$ cat src/rtl/xcvr_rst_pkg.sv
// Package: shared state encodings for the transceiver reset sequencer.
// Assumes: nothing beyond being compiled before the modules that use it.
package xcvr_rst_pkg;

    // PLL controller states: idle in reset, minimum hold, lock wait, locked
    typedef enum logic [1:0] {
        PS_IDLE = 2'd0,
        PS_HOLD = 2'd1,
        PS_WAIT = 2'd2,
        PS_UP   = 2'd3
    } pll_state_e;

    // Datapath sequencer states
    typedef enum logic [2:0] {
        DS_IDLE = 3'd0,
        DS_WAIT = 3'd1,
        DS_HOLD = 3'd2,
        DS_RDY  = 3'd3,
        DS_DONE = 3'd4
    } dp_state_e;

endpackage

$ cat src/rtl/xcvr_sync2.sv
// Module: two-flop synchronizer for a vector of independent level signals.
// Assumes: each bit is a slow level (lock, ready); no bus coherence is needed.
module xcvr_sync2 #(
    parameter int W = 2
) (
    input  logic         clk,
    input  logic         rst_n,
    input  logic [W-1:0] d_async,
    output logic [W-1:0] d_sync
);
    logic [W-1:0] meta;

    // Two register stages; both clear to zero in reset
    always_ff @(posedge clk) begin
        if (!rst_n) begin
            meta   <= '0;
            d_sync <= '0;
        end else begin
            meta   <= d_async;
            d_sync <= meta;
        end
    end
endmodule

$ cat src/rtl/xcvr_pll_ctl.sv
// Module: reset controller for one PLL. On go it holds the reset for HOLD
// cycles, then waits up to TMO cycles for lock and retries on timeout.
// Assumes: lock_s is already synchronized; go and drop are never both high.
module xcvr_pll_ctl
    import xcvr_rst_pkg::*;
#(
    parameter int HOLD = 8,
    parameter int TMO  = 1024
) (
    input  logic clk,
    input  logic rst_n,
    input  logic go,
    input  logic drop,
    input  logic lock_s,
    output logic pll_rst,
    output logic pll_up
);
    localparam int MAXC = (HOLD > TMO) ? HOLD : TMO;
    localparam int CW   = $clog2(MAXC + 1);
    localparam int HW   = $clog2(HOLD + 1);

    pll_state_e    st;
    logic [CW-1:0] cnt;

    // Sequence state, registered reset output and registered locked flag
    always_ff @(posedge clk) begin
        if (!rst_n) begin
            st      <= PS_IDLE;
            cnt     <= '0;
            pll_rst <= 1'b1;
            pll_up  <= 1'b0;
        end else if (drop) begin
            st      <= PS_IDLE;
            cnt     <= '0;
            pll_rst <= 1'b1;
            pll_up  <= 1'b0;
        end else if (go) begin
            st      <= PS_HOLD;
            cnt     <= '0;
            pll_rst <= 1'b1;
            pll_up  <= 1'b0;
        end else begin
            case (st)
                PS_HOLD: begin
                    if (cnt == CW'(HOLD - 1)) begin
                        st      <= PS_WAIT;
                        cnt     <= '0;
                        pll_rst <= 1'b0;
                    end else begin
                        cnt <= cnt + CW'(1);
                    end
                end
                PS_WAIT: begin
                    if (lock_s) begin
                        st     <= PS_UP;
                        cnt    <= '0;
                        pll_up <= 1'b1;
                    end else if (cnt == CW'(TMO - 1)) begin
                        st      <= PS_HOLD;
                        cnt     <= '0;
                        pll_rst <= 1'b1;
                    end else begin
                        cnt <= cnt + CW'(1);
                    end
                end
                default: begin
                    cnt <= '0;
                end
            endcase
        end
    end

    // Checker counter: length of the current run of reset-high cycles
    logic [HW-1:0] hi_run;
    always_ff @(posedge clk) begin
        if (!rst_n)
            hi_run <= '0;
        else if (!pll_rst)
            hi_run <= '0;
        else if (hi_run != HW'(HOLD))
            hi_run <= hi_run + HW'(1);
    end


    pll_hold_min_chk: assert property (@(posedge clk) disable iff (!rst_n)
        $fell(pll_rst) |-> (hi_run == HW'(HOLD)));


    pll_drop_chk: assert property (@(posedge clk) disable iff (!rst_n)
        drop |=> (pll_rst && !pll_up));


    pll_up_released_chk: assert property (@(posedge clk) disable iff (!rst_n)
        pll_up |-> !pll_rst);
endmodule

$ cat src/rtl/xcvr_dp_seq.sv
// Module: datapath reset sequencer for one direction. It waits for its PLL to
// lock, holds the datapath reset HOLD more cycles, releases it, and raises
// done after RDY_RUN consecutive ready cycles.
// Assumes: lock_ok and ready_s are synchronous to clk.
module xcvr_dp_seq
    import xcvr_rst_pkg::*;
#(
    parameter int HOLD    = 16,
    parameter int RDY_RUN = 4
) (
    input  logic clk,
    input  logic rst_n,
    input  logic start,
    input  logic restart,
    input  logic lock_ok,
    input  logic ready_s,
    output logic dp_rst,
    output logic done
);
    localparam int MAXC = (HOLD > RDY_RUN) ? HOLD : RDY_RUN;
    localparam int CW   = $clog2(MAXC + 1);

    dp_state_e     st;
    logic [CW-1:0] cnt;

    // Sequence state with registered datapath reset and done outputs
    always_ff @(posedge clk) begin
        if (!rst_n) begin
            st     <= DS_IDLE;
            cnt    <= '0;
            dp_rst <= 1'b1;
            done   <= 1'b0;
        end else if (start || (restart && st != DS_IDLE)) begin
            st     <= DS_WAIT;
            cnt    <= '0;
            dp_rst <= 1'b1;
            done   <= 1'b0;
        end else begin
            case (st)
                DS_WAIT: begin
                    if (lock_ok) begin
                        st  <= DS_HOLD;
                        cnt <= '0;
                    end
                end
                DS_HOLD: begin
                    if (!lock_ok) begin
                        st  <= DS_WAIT;
                        cnt <= '0;
                    end else if (cnt == CW'(HOLD - 1)) begin
                        st     <= DS_RDY;
                        cnt    <= '0;
                        dp_rst <= 1'b0;
                    end else begin
                        cnt <= cnt + CW'(1);
                    end
                end
                DS_RDY: begin
                    if (!lock_ok) begin
                        st     <= DS_WAIT;
                        cnt    <= '0;
                        dp_rst <= 1'b1;
                    end else if (!ready_s) begin
                        cnt <= '0;
                    end else if (cnt == CW'(RDY_RUN - 1)) begin
                        st   <= DS_DONE;
                        cnt  <= '0;
                        done <= 1'b1;
                    end else begin
                        cnt <= cnt + CW'(1);
                    end
                end
                DS_DONE: begin
                    if (!lock_ok) begin
                        st     <= DS_WAIT;
                        dp_rst <= 1'b1;
                        done   <= 1'b0;
                    end
                end
                default: begin
                    cnt <= '0;
                end
            endcase
        end
    end


    dp_release_locked_chk: assert property (@(posedge clk) disable iff (!rst_n)
        $fell(dp_rst) |-> $past(lock_ok));


    done_after_ready_chk: assert property (@(posedge clk) disable iff (!rst_n)
        $rose(done) |-> $past(ready_s));


    done_out_of_reset_chk: assert property (@(posedge clk) disable iff (!rst_n)
        done |-> !dp_rst);


    lock_loss_chk: assert property (@(posedge clk) disable iff (!rst_n)
        (done && !lock_ok) |=> (!done && dp_rst));
endmodule

$ cat src/rtl/xcvr_rst_seq.sv
// Module: top of the transceiver reset sequencer. One controller per PLL and
// one datapath sequencer per direction. Selects are captured on start.
// Assumes: start comes after device start-up; N_PLL is a power of two so every
// select value names a PLL; lock and ready inputs may be asynchronous.
module xcvr_rst_seq
    import xcvr_rst_pkg::*;
#(
    parameter int N_PLL    = 2,
    parameter int PLL_HOLD = 8,
    parameter int LOCK_TMO = 1024,
    parameter int DP_HOLD  = 16,
    parameter int RDY_RUN  = 4,
    localparam int SEL_W   = (N_PLL > 1) ? $clog2(N_PLL) : 1
) (
    input  logic             clk,
    input  logic             rst_n,
    input  logic             start,
    input  logic [SEL_W-1:0] tx_sel,
    input  logic [SEL_W-1:0] rx_sel,
    input  logic             tx_restart,
    input  logic             rx_restart,
    input  logic [N_PLL-1:0] pll_lock,
    input  logic             tx_ready,
    input  logic             rx_ready,
    output logic [N_PLL-1:0] pll_rst,
    output logic             tx_dp_rst,
    output logic             rx_dp_rst,
    output logic             tx_done,
    output logic             rx_done
);
    localparam int N_DIR = 2;

    logic [N_PLL-1:0] lock_s;
    logic [N_PLL-1:0] pll_up;
    logic [N_DIR-1:0] ready_s;
    logic [SEL_W-1:0] sel_q [N_DIR];
    logic [N_DIR-1:0] restart_v;
    logic [N_DIR-1:0] lock_ok;
    logic [N_DIR-1:0] dp_rst_v;
    logic [N_DIR-1:0] done_v;

    xcvr_sync2 #(.W(N_PLL)) u_lock_sync (
        .clk(clk), .rst_n(rst_n), .d_async(pll_lock), .d_sync(lock_s)
    );

    xcvr_sync2 #(.W(N_DIR)) u_rdy_sync (
        .clk(clk), .rst_n(rst_n), .d_async({rx_ready, tx_ready}), .d_sync(ready_s)
    );

    // Capture the per-direction PLL selection at each start pulse
    always_ff @(posedge clk) begin
        if (!rst_n) begin
            sel_q[0] <= '0;
            sel_q[1] <= '0;
        end else if (start) begin
            sel_q[0] <= tx_sel;
            sel_q[1] <= rx_sel;
        end
    end

    genvar gp;
    generate
        for (gp = 0; gp < N_PLL; gp++) begin : g_pll
            logic used;
            // A PLL runs when either direction selects it, else it stays in reset
            assign used = (tx_sel == SEL_W'(gp)) || (rx_sel == SEL_W'(gp));

            xcvr_pll_ctl #(.HOLD(PLL_HOLD), .TMO(LOCK_TMO)) u_pll (
                .clk    (clk),
                .rst_n  (rst_n),
                .go     (start && used),
                .drop   (start && !used),
                .lock_s (lock_s[gp]),
                .pll_rst(pll_rst[gp]),
                .pll_up (pll_up[gp])
            );
        end
    endgenerate

    assign restart_v = {rx_restart, tx_restart};

    genvar gd;
    generate
        for (gd = 0; gd < N_DIR; gd++) begin : g_dir
            // Lock seen by this direction: its PLL finished its sequence and is locked
            assign lock_ok[gd] = pll_up[sel_q[gd]] && lock_s[sel_q[gd]];

            xcvr_dp_seq #(.HOLD(DP_HOLD), .RDY_RUN(RDY_RUN)) u_dp (
                .clk    (clk),
                .rst_n  (rst_n),
                .start  (start),
                .restart(restart_v[gd]),
                .lock_ok(lock_ok[gd]),
                .ready_s(ready_s[gd]),
                .dp_rst (dp_rst_v[gd]),
                .done   (done_v[gd])
            );
        end
    endgenerate

    assign tx_dp_rst = dp_rst_v[0];
    assign rx_dp_rst = dp_rst_v[1];
    assign tx_done   = done_v[0];
    assign rx_done   = done_v[1];


    idle_until_start_chk: assert property (@(posedge clk) disable iff (!rst_n)
        ($past(!rst_n) && !start) |=> (&dp_rst_v && !(|done_v)));
endmodule

$ cat config.mk
export PLATFORM = sky130hd
export DESIGN_NAME = xcvr_rst_seq
export DESIGN_NICKNAME = d
export VERILOG_FILES = /design/src/rtl/xcvr_rst_pkg.sv /design/src/rtl/xcvr_sync2.sv /design/src/rtl/xcvr_pll_ctl.sv /design/src/rtl/xcvr_dp_seq.sv /design/src/rtl/xcvr_rst_seq.sv
export SDC_FILE = /design/constraint.sdc
export NUM_CORES = 1
export LEC_CHECK = 0
export BUFFER_PORTS_ARGS = -buffer_cell sky130_fd_sc_hd__buf_2
export CORE_ASPECT_RATIO = 1.4
export CORE_MARGIN = 5
export CORE_UTILIZATION = 53
export CTS_BUF_LIST = sky130_fd_sc_hd__clkbuf_16
export DETAILED_ROUTE_END_ITERATION = 16
export PLACE_DENSITY = 0.74
export SYNTH_ARGS = -nofsm -noshare
export SYNTH_HDL_FRONTEND = slang
export SYNTH_SLANG_ARGS = --single-unit
$ cat constraint.sdc
create_clock -name clk -period 2.1 [get_ports clk]
set_input_delay 0.21 -clock clk [delete_from_list [all_inputs] [get_ports clk]]
set_output_delay 0.21 -clock clk [all_outputs]
set_load 0.02 [all_outputs]
=== Word-level counts from Yosys, hierarchy flattened ===
Memories as Yosys holds them, arrays and structs flattened.
Cells that the tools add are included.

* Flip-flop bits (word level): 58
* Bits in writable memories: 2
* Input port bits: 11
* Output and inout port bits: 6
* Logic and storage cells: 246
* Memories kept: 1

{| class="wikitable"
|+ Memory list
! name !! words !! bits a word !! read ports !! clocked after Yosys merged registers in !! write ports !! line !! RTL
|-
| sel_q || 2 || 1 || 2 || 0 || 2 || xcvr_rst_seq.sv:36 || <nowiki>logic [SEL_W-1:0] sel_q [N_DIR];</nowiki>
|}

* Add/subtract/negate cells: 4
* Order comparisons: 2
* Equality and inequality tests: 64
* Muxes and demuxes: 90
* Bitwise operators: 7
* Reductions and logical operators: 54

{| class="wikitable"
|+ Operators with widths
! kind !! number
|-
| $mux W11 || 6
|-
| $mux W5 || 12
|-
| $pmux W11 S2 || 2
|-
| $mux W3 || 14
|-
| $pmux W5 S4 || 2
|-
| $mux W1 || 38
|-
| $ne A2 B1 Y1 const B || 14
|-
| $ne A3 B3 Y1 const B || 8
|-
| $ne A4 B4 Y1 const B || 6
|-
| $pmux W3 S4 || 2
|-
| $reduce_and A6 Y1 || 4
|-
| $add A11 B1 Y11 const B || 2
|-
| $eq A11 B10 Y1 const B || 2
|-
| $eq A11 B3 Y1 const B || 2
|-
| $ne A2 B2 Y1 const B || 8
|-
| $reduce_and A4 Y1 || 4
|-
| $eq A3 B2 Y1 const B || 4
|-
| $mux W2 || 6
|-
| $ne A3 B1 Y1 const B || 4
|-
| $pmux W1 S2 || 6
|-
| $reduce_and A3 Y1 || 4
|-
| $reduce_bool A2 Y1 || 6
|-
| $reduce_bool A3 Y1 || 4
|-
| $reduce_or A2 Y1 || 6
|-
| other kinds (21) || 55
|}

=== Depth between registers and ports, before layout ===
An unclocked memory read counts as a cell.

* Word-level depth: 7
* Depth in mapped cells: 9
* Mapped depth without buffers: 8

=== By module ===
From an unflattened synthesis, not the netlist that was laid out.

* Cells, all modules: 343
* Area total of the unflattened synthesis: 3278.1 µm²

{| class="wikitable"
|+ By module, submodules not included
! module !! instances !! cells each !! area each (µm²) !! seq. area each (µm²)
|-
| xcvr_dp_seq || 2 || 75 || 656.9 || 200.2
|-
| xcvr_pll_ctl (g_pll[1].u_pll) || 1 || 83 || 812.0 || 300.3
|-
| xcvr_pll_ctl (g_pll[0].u_pll) || 1 || 80 || 805.8 || 300.3
|-
| xcvr_sync2 || 2 || 8 || 105.1 || 80.1
|-
| xcvr_rst_seq || 1 || 14 || 136.4 || 60.1
|}

=== Worst setup path before layout ===
OpenSTA, ideal clock, no wires.

* Kind: reg2reg
* From: register g_dir[1].u_dp.cnt[0]
* To: register g_dir[1].u_dp.cnt[4]
* Setup time: 86 ps
* Arrival time: 1839 ps
* Required time: 2014 ps
* Path slack: 175 ps
* Cell stages (with the launch flop): 7
* Path buffers: 0
* Clock period less this slack: 1925 ps
* Cell sequence: dfxtp_1 > ha_1 > nand3_1 > ha_1 > or4_1 > a21o_1 > a221oi_2

* Word-level cells in the longest chain between the ends: 5
* Elaborated cells on any way between the ends: 9
* Those cells by class: add/sub (1); eq/ne (2); mux (6)

{| class="wikitable"
|+ Ends and longest elaborated chain
! item !! line !! RTL
|-
| start: declaration || xcvr_dp_seq.sv:24 || <nowiki>logic [CW-1:0] cnt;</nowiki>
|-
| start signal: assignment || xcvr_dp_seq.sv:55 || <nowiki>cnt <= cnt + CW'(1);</nowiki>
|-
| start signal: assignment || xcvr_dp_seq.sv:70 || <nowiki>cnt <= cnt + CW'(1);</nowiki>
|-
| $add A5 B1 Y5 or $eq A5 B2 Y1 (tied branches) || xcvr_dp_seq.sv:55, xcvr_dp_seq.sv:70, xcvr_dp_seq.sv:65 ||
|-
| $mux W5 || xcvr_dp_seq.sv:65 || <nowiki>end else if (cnt == CW'(RDY_RUN - 1)) begin</nowiki>
|-
| $mux W5 || xcvr_dp_seq.sv:63 || <nowiki>end else if (!ready_s) begin</nowiki>
|-
| $mux W5 || xcvr_dp_seq.sv:59 || <nowiki>if (!lock_ok) begin</nowiki>
|-
| $pmux W5 S4 * || xcvr_dp_seq.sv:39 || <nowiki>case (st)</nowiki>
|}

Every way passes the cells marked *; elsewhere a longest branch is shown, timed or not.
A chain may end at the register's enable or synchronous reset.

=== Final worst setup path ===
Ends and elaborated chain as after synthesis.

==> metrics <==
Avg WL per Cell 13.3 um; top achievable clock speed 513 MHz; IO Pins 17; Overall Global Routing Usage 17.8%; dpl hpwl 4.10 mm; Min Clock Period, post-route 1950 ps; CP Launch Type register; sequential share of power 41.4%; Mapped Area 2980 um2; DR pass1 iterations 4; Final Hold Vio Count 0; clock power share 51.7%; largest net degree at the start of global routing 17; CTS tree done; Synth Instances 350; CTS Sinks 60; first-pass GRT wire length 10.3 mm; status complete, no violations; Net Sw Power 0.634 mW; Final TNS setup 0 ps; worst reg2reg setup slack 150 ps; clock buffer count from CTS 9; WS Path Type register to register; initial DRC count 157; CP Capture Type register; FFs w/ async S/R, synth 0%; Final Setup Violations 0; WP data arrival 2190 ps; Final Skew 4.36 ps; Nets 388; Final Cell Area 3420 um2; Inserted Diodes 0; placed cell count 422; Initial Util 54.2%; clock root buffer clkbuf_16; clock tree buffer depth 2; crit path max fanout 4; number of global-route vias before repair 2409; largest delay contributor family on the critical path simple AND/OR/NAND/NOR gates; final wirelength 5.81 mm; Comb power frac 6.9%; Routability Congestion 0.838; register area share after synthesis 41.0%; Post-CTS Hold Buffers 0; clock slew at reported path FFs 50 ps; drt drc 0; worst min path class input pin to register; Finished Layout Cells 438; period utilization 92.8%; synthesized area per cell 8.50 um2; final-report max-slew violation count 0; Area growth, synth to finish 15.0%; sw frac 21.7%; Req. time, crit path 2340 ps; VDD IR max 0.000574 V; Max-cap violations 0; RSZ-0062 raised after global routing no; Placed Area 3090 um2; Slew HR 54.4%; Most used DFF post-synth dfxtp_1; flops & latches, synth 60; Pwr Density 853 nW/um2; CTS HTree Levels 3; CP Buf/Inv Count 0; layout cells sized above 1 13.0%; Worst-Skew Late Latency 320 ps; Port-buffer cells 16; Synth top area share 39.0%; die area 7230 um2; die width 73.3 um; CORE AREA 5490 um2; leakage 1.20 nW; Via-to-Cell Ratio 5.68; Yosys top cell by area dfxtp_1; via count 2489; CP max stage cell or4_1; Int Power 2.29 mW; Mapped Nets 373; critical-path cell list ha_4 > nand3_1 > ha_1 > or4_1 > a21o_1 > a221oi_2; num rows 32; largest cells by area after synthesis dfxtp_1 (39%), nor2_1 (5.6%), ha_1 (5.0%); Least-Margin Pin Slew 678 ps; Post-synth EDFFs 2; grt ovf 0; Routed Antenna Nets 0; initial antenna violation count 0; CP peak stage delay 520 ps; DIE HEIGHT 98.7 um; Synth cell types 59; Syn. warnings 0
==> flip-flops by register name, indices dropped and copies added, names as in the netlist <==
register	count
g_pll.u_pll.pll_up	2
g_pll.u_pll.cnt	22
u_lock_sync.d_sync	2
g_dir.u_dp.dp_rst	2
u_rdy_sync.meta	2
g_pll.u_pll.pll_rst	2
u_rdy_sync.d_sync	2
g_dir.u_dp.st	6
sel_q	2
g_pll.u_pll.st	4
u_lock_sync.meta	2
g_dir.u_dp.cnt	10
g_dir.u_dp.done	2
==> per-stage QoR <==
stage | worst slack [ps] | total power, mW | utilization [%] | hold slack, ps
2_1_floorplan | 175 | 1.38 | - | 337
3_3_place_gp | 131 | 1.43 | 56.4 | 416
3_5_place_dp | 60.2 | 1.43 | 56.4 | 420
4_1_cts | 61.5 | 2.95 | 62.0 | 83.8
5_1_grt | 30.9 | 3.03 | 62.4 | 97.6
6_report | 152 | 2.92 | 62.4 | 91.8
==> power groups by stage <==
stage	Combinational, mW	Sequential, mW	Clock [mW]
CTS	0.202	1.21	1.54
global placement	0.195	1.23	0
floorplan	0.161	1.22	0
global route	0.226	1.21	1.59
finish	0.200	1.21	1.51
detailed placement	0.201	1.23	0
==> final cells by class <==
class | instances | area, um2
inverters | 17 | 63.8
multi-input cells | 257 | 1630
fillers | 497 | 2060
repair buffers | 20 | 110
flip-flops and latches | 60 | 1220
clock inverters | 7 | 81.3
well taps | 68 | 85.1
clock buffers | 9 | 225
==> layer usage <==
layer	wire (um)	vias up	share of wire [%]	track usage, %
met1	2560	1179	44	20.3
met3	208	7	3.6	5.41
li1	-	1277	-	-
met2	2970	26	51	29.9
met4	77	0	1.3	8.09
met5	0	-	0	0
==> Yosys cell counts (3+ instances only) <==
| master | instances |
|---|---|
| xnor2_1 | 7 |
| nor3_1 | 3 |
| a22oi_1 | 5 |
| xor2_1 | 9 |
| nand2b_1 | 3 |
| nand3_1 | 26 |
| nand3b_1 | 5 |
| nand2_1 | 30 |
| inv_1 | 17 |
| clkbuf_1 | 12 |
| nor2b_1 | 3 |
| dfxtp_1 | 58 |
| a31oi_1 | 4 |
| nor2_1 | 44 |
| o21ai_0 | 15 |
| and3_1 | 8 |
| nor4_1 | 5 |
| a21oi_1 | 16 |
| and2_1 | 9 |
| ha_1 | 12 |
| o22ai_1 | 3 |
| nand4_1 | 3 |
| o31ai_1 | 5 |
==> worst paths after layout <==
check | from | endpoint | depth (start not counted)
worst max-delay path | g_dir[1].u_dp.cnt[0] | g_dir[1].u_dp.cnt[4] | 6
worst min-delay path | pll_lock[1] | u_lock_sync.meta[1] | 2
worst max register to register | g_dir[1].u_dp.cnt[0] | g_dir[1].u_dp.cnt[4] | 6
worst min register to register | u_rdy_sync.meta[1] | u_rdy_sync.d_sync[1] | 1
==> cells in the final DEF (no fill, tap or decap), types with 3 or more instances in the layout <==
| cell | n |
|---|---|
| xnor2_1 | 7 |
| and2_1 | 9 |
| nor2_1 | 44 |
| nor4_1 | 5 |
| and3_1 | 8 |
| nand2_1 | 30 |
| buf_4 | 4 |
| nand4_1 | 3 |
| o31ai_1 | 5 |
| o22ai_1 | 3 |
| a31oi_1 | 4 |
| nor2b_1 | 3 |
| nor3_1 | 3 |
| nand2b_1 | 3 |
| nand3b_1 | 5 |
| clkbuf_16 | 9 |
| nand3_1 | 26 |
| inv_1 | 17 |
| buf_2 | 16 |
| a22oi_1 | 5 |
| o21ai_0 | 14 |
| xor2_1 | 9 |
| ha_1 | 11 |
| a21oi_1 | 16 |
| dfxtp_1 | 56 |
| clkinv_1 | 3 |
==> kinds of logic (layout without fill, tap and decap cells) <==
family / Yosys count / in the layout / share of synthesized area [%]
DFF: 60 / 60 / 41.0
and+or+nand+nor: 154 / 154 / 26.6
muxes: 2 / 2 / 0.673
AOI/OAI and AO/OA: 73 / 73 / 17.2
buffers and inverters: 33 / 53 / 4.71
adders and majority gates: 12 / 12 / 5.05
xor gates and xnor gates: 16 / 16 / 4.71
==> what timing repair did <==
item,in CTS,in global routing
setup endpoints to repair,0,10
gates resized for setup,0,6
buffers inserted,0,0
Note: power is estimated with default switching activity, not from simulation.
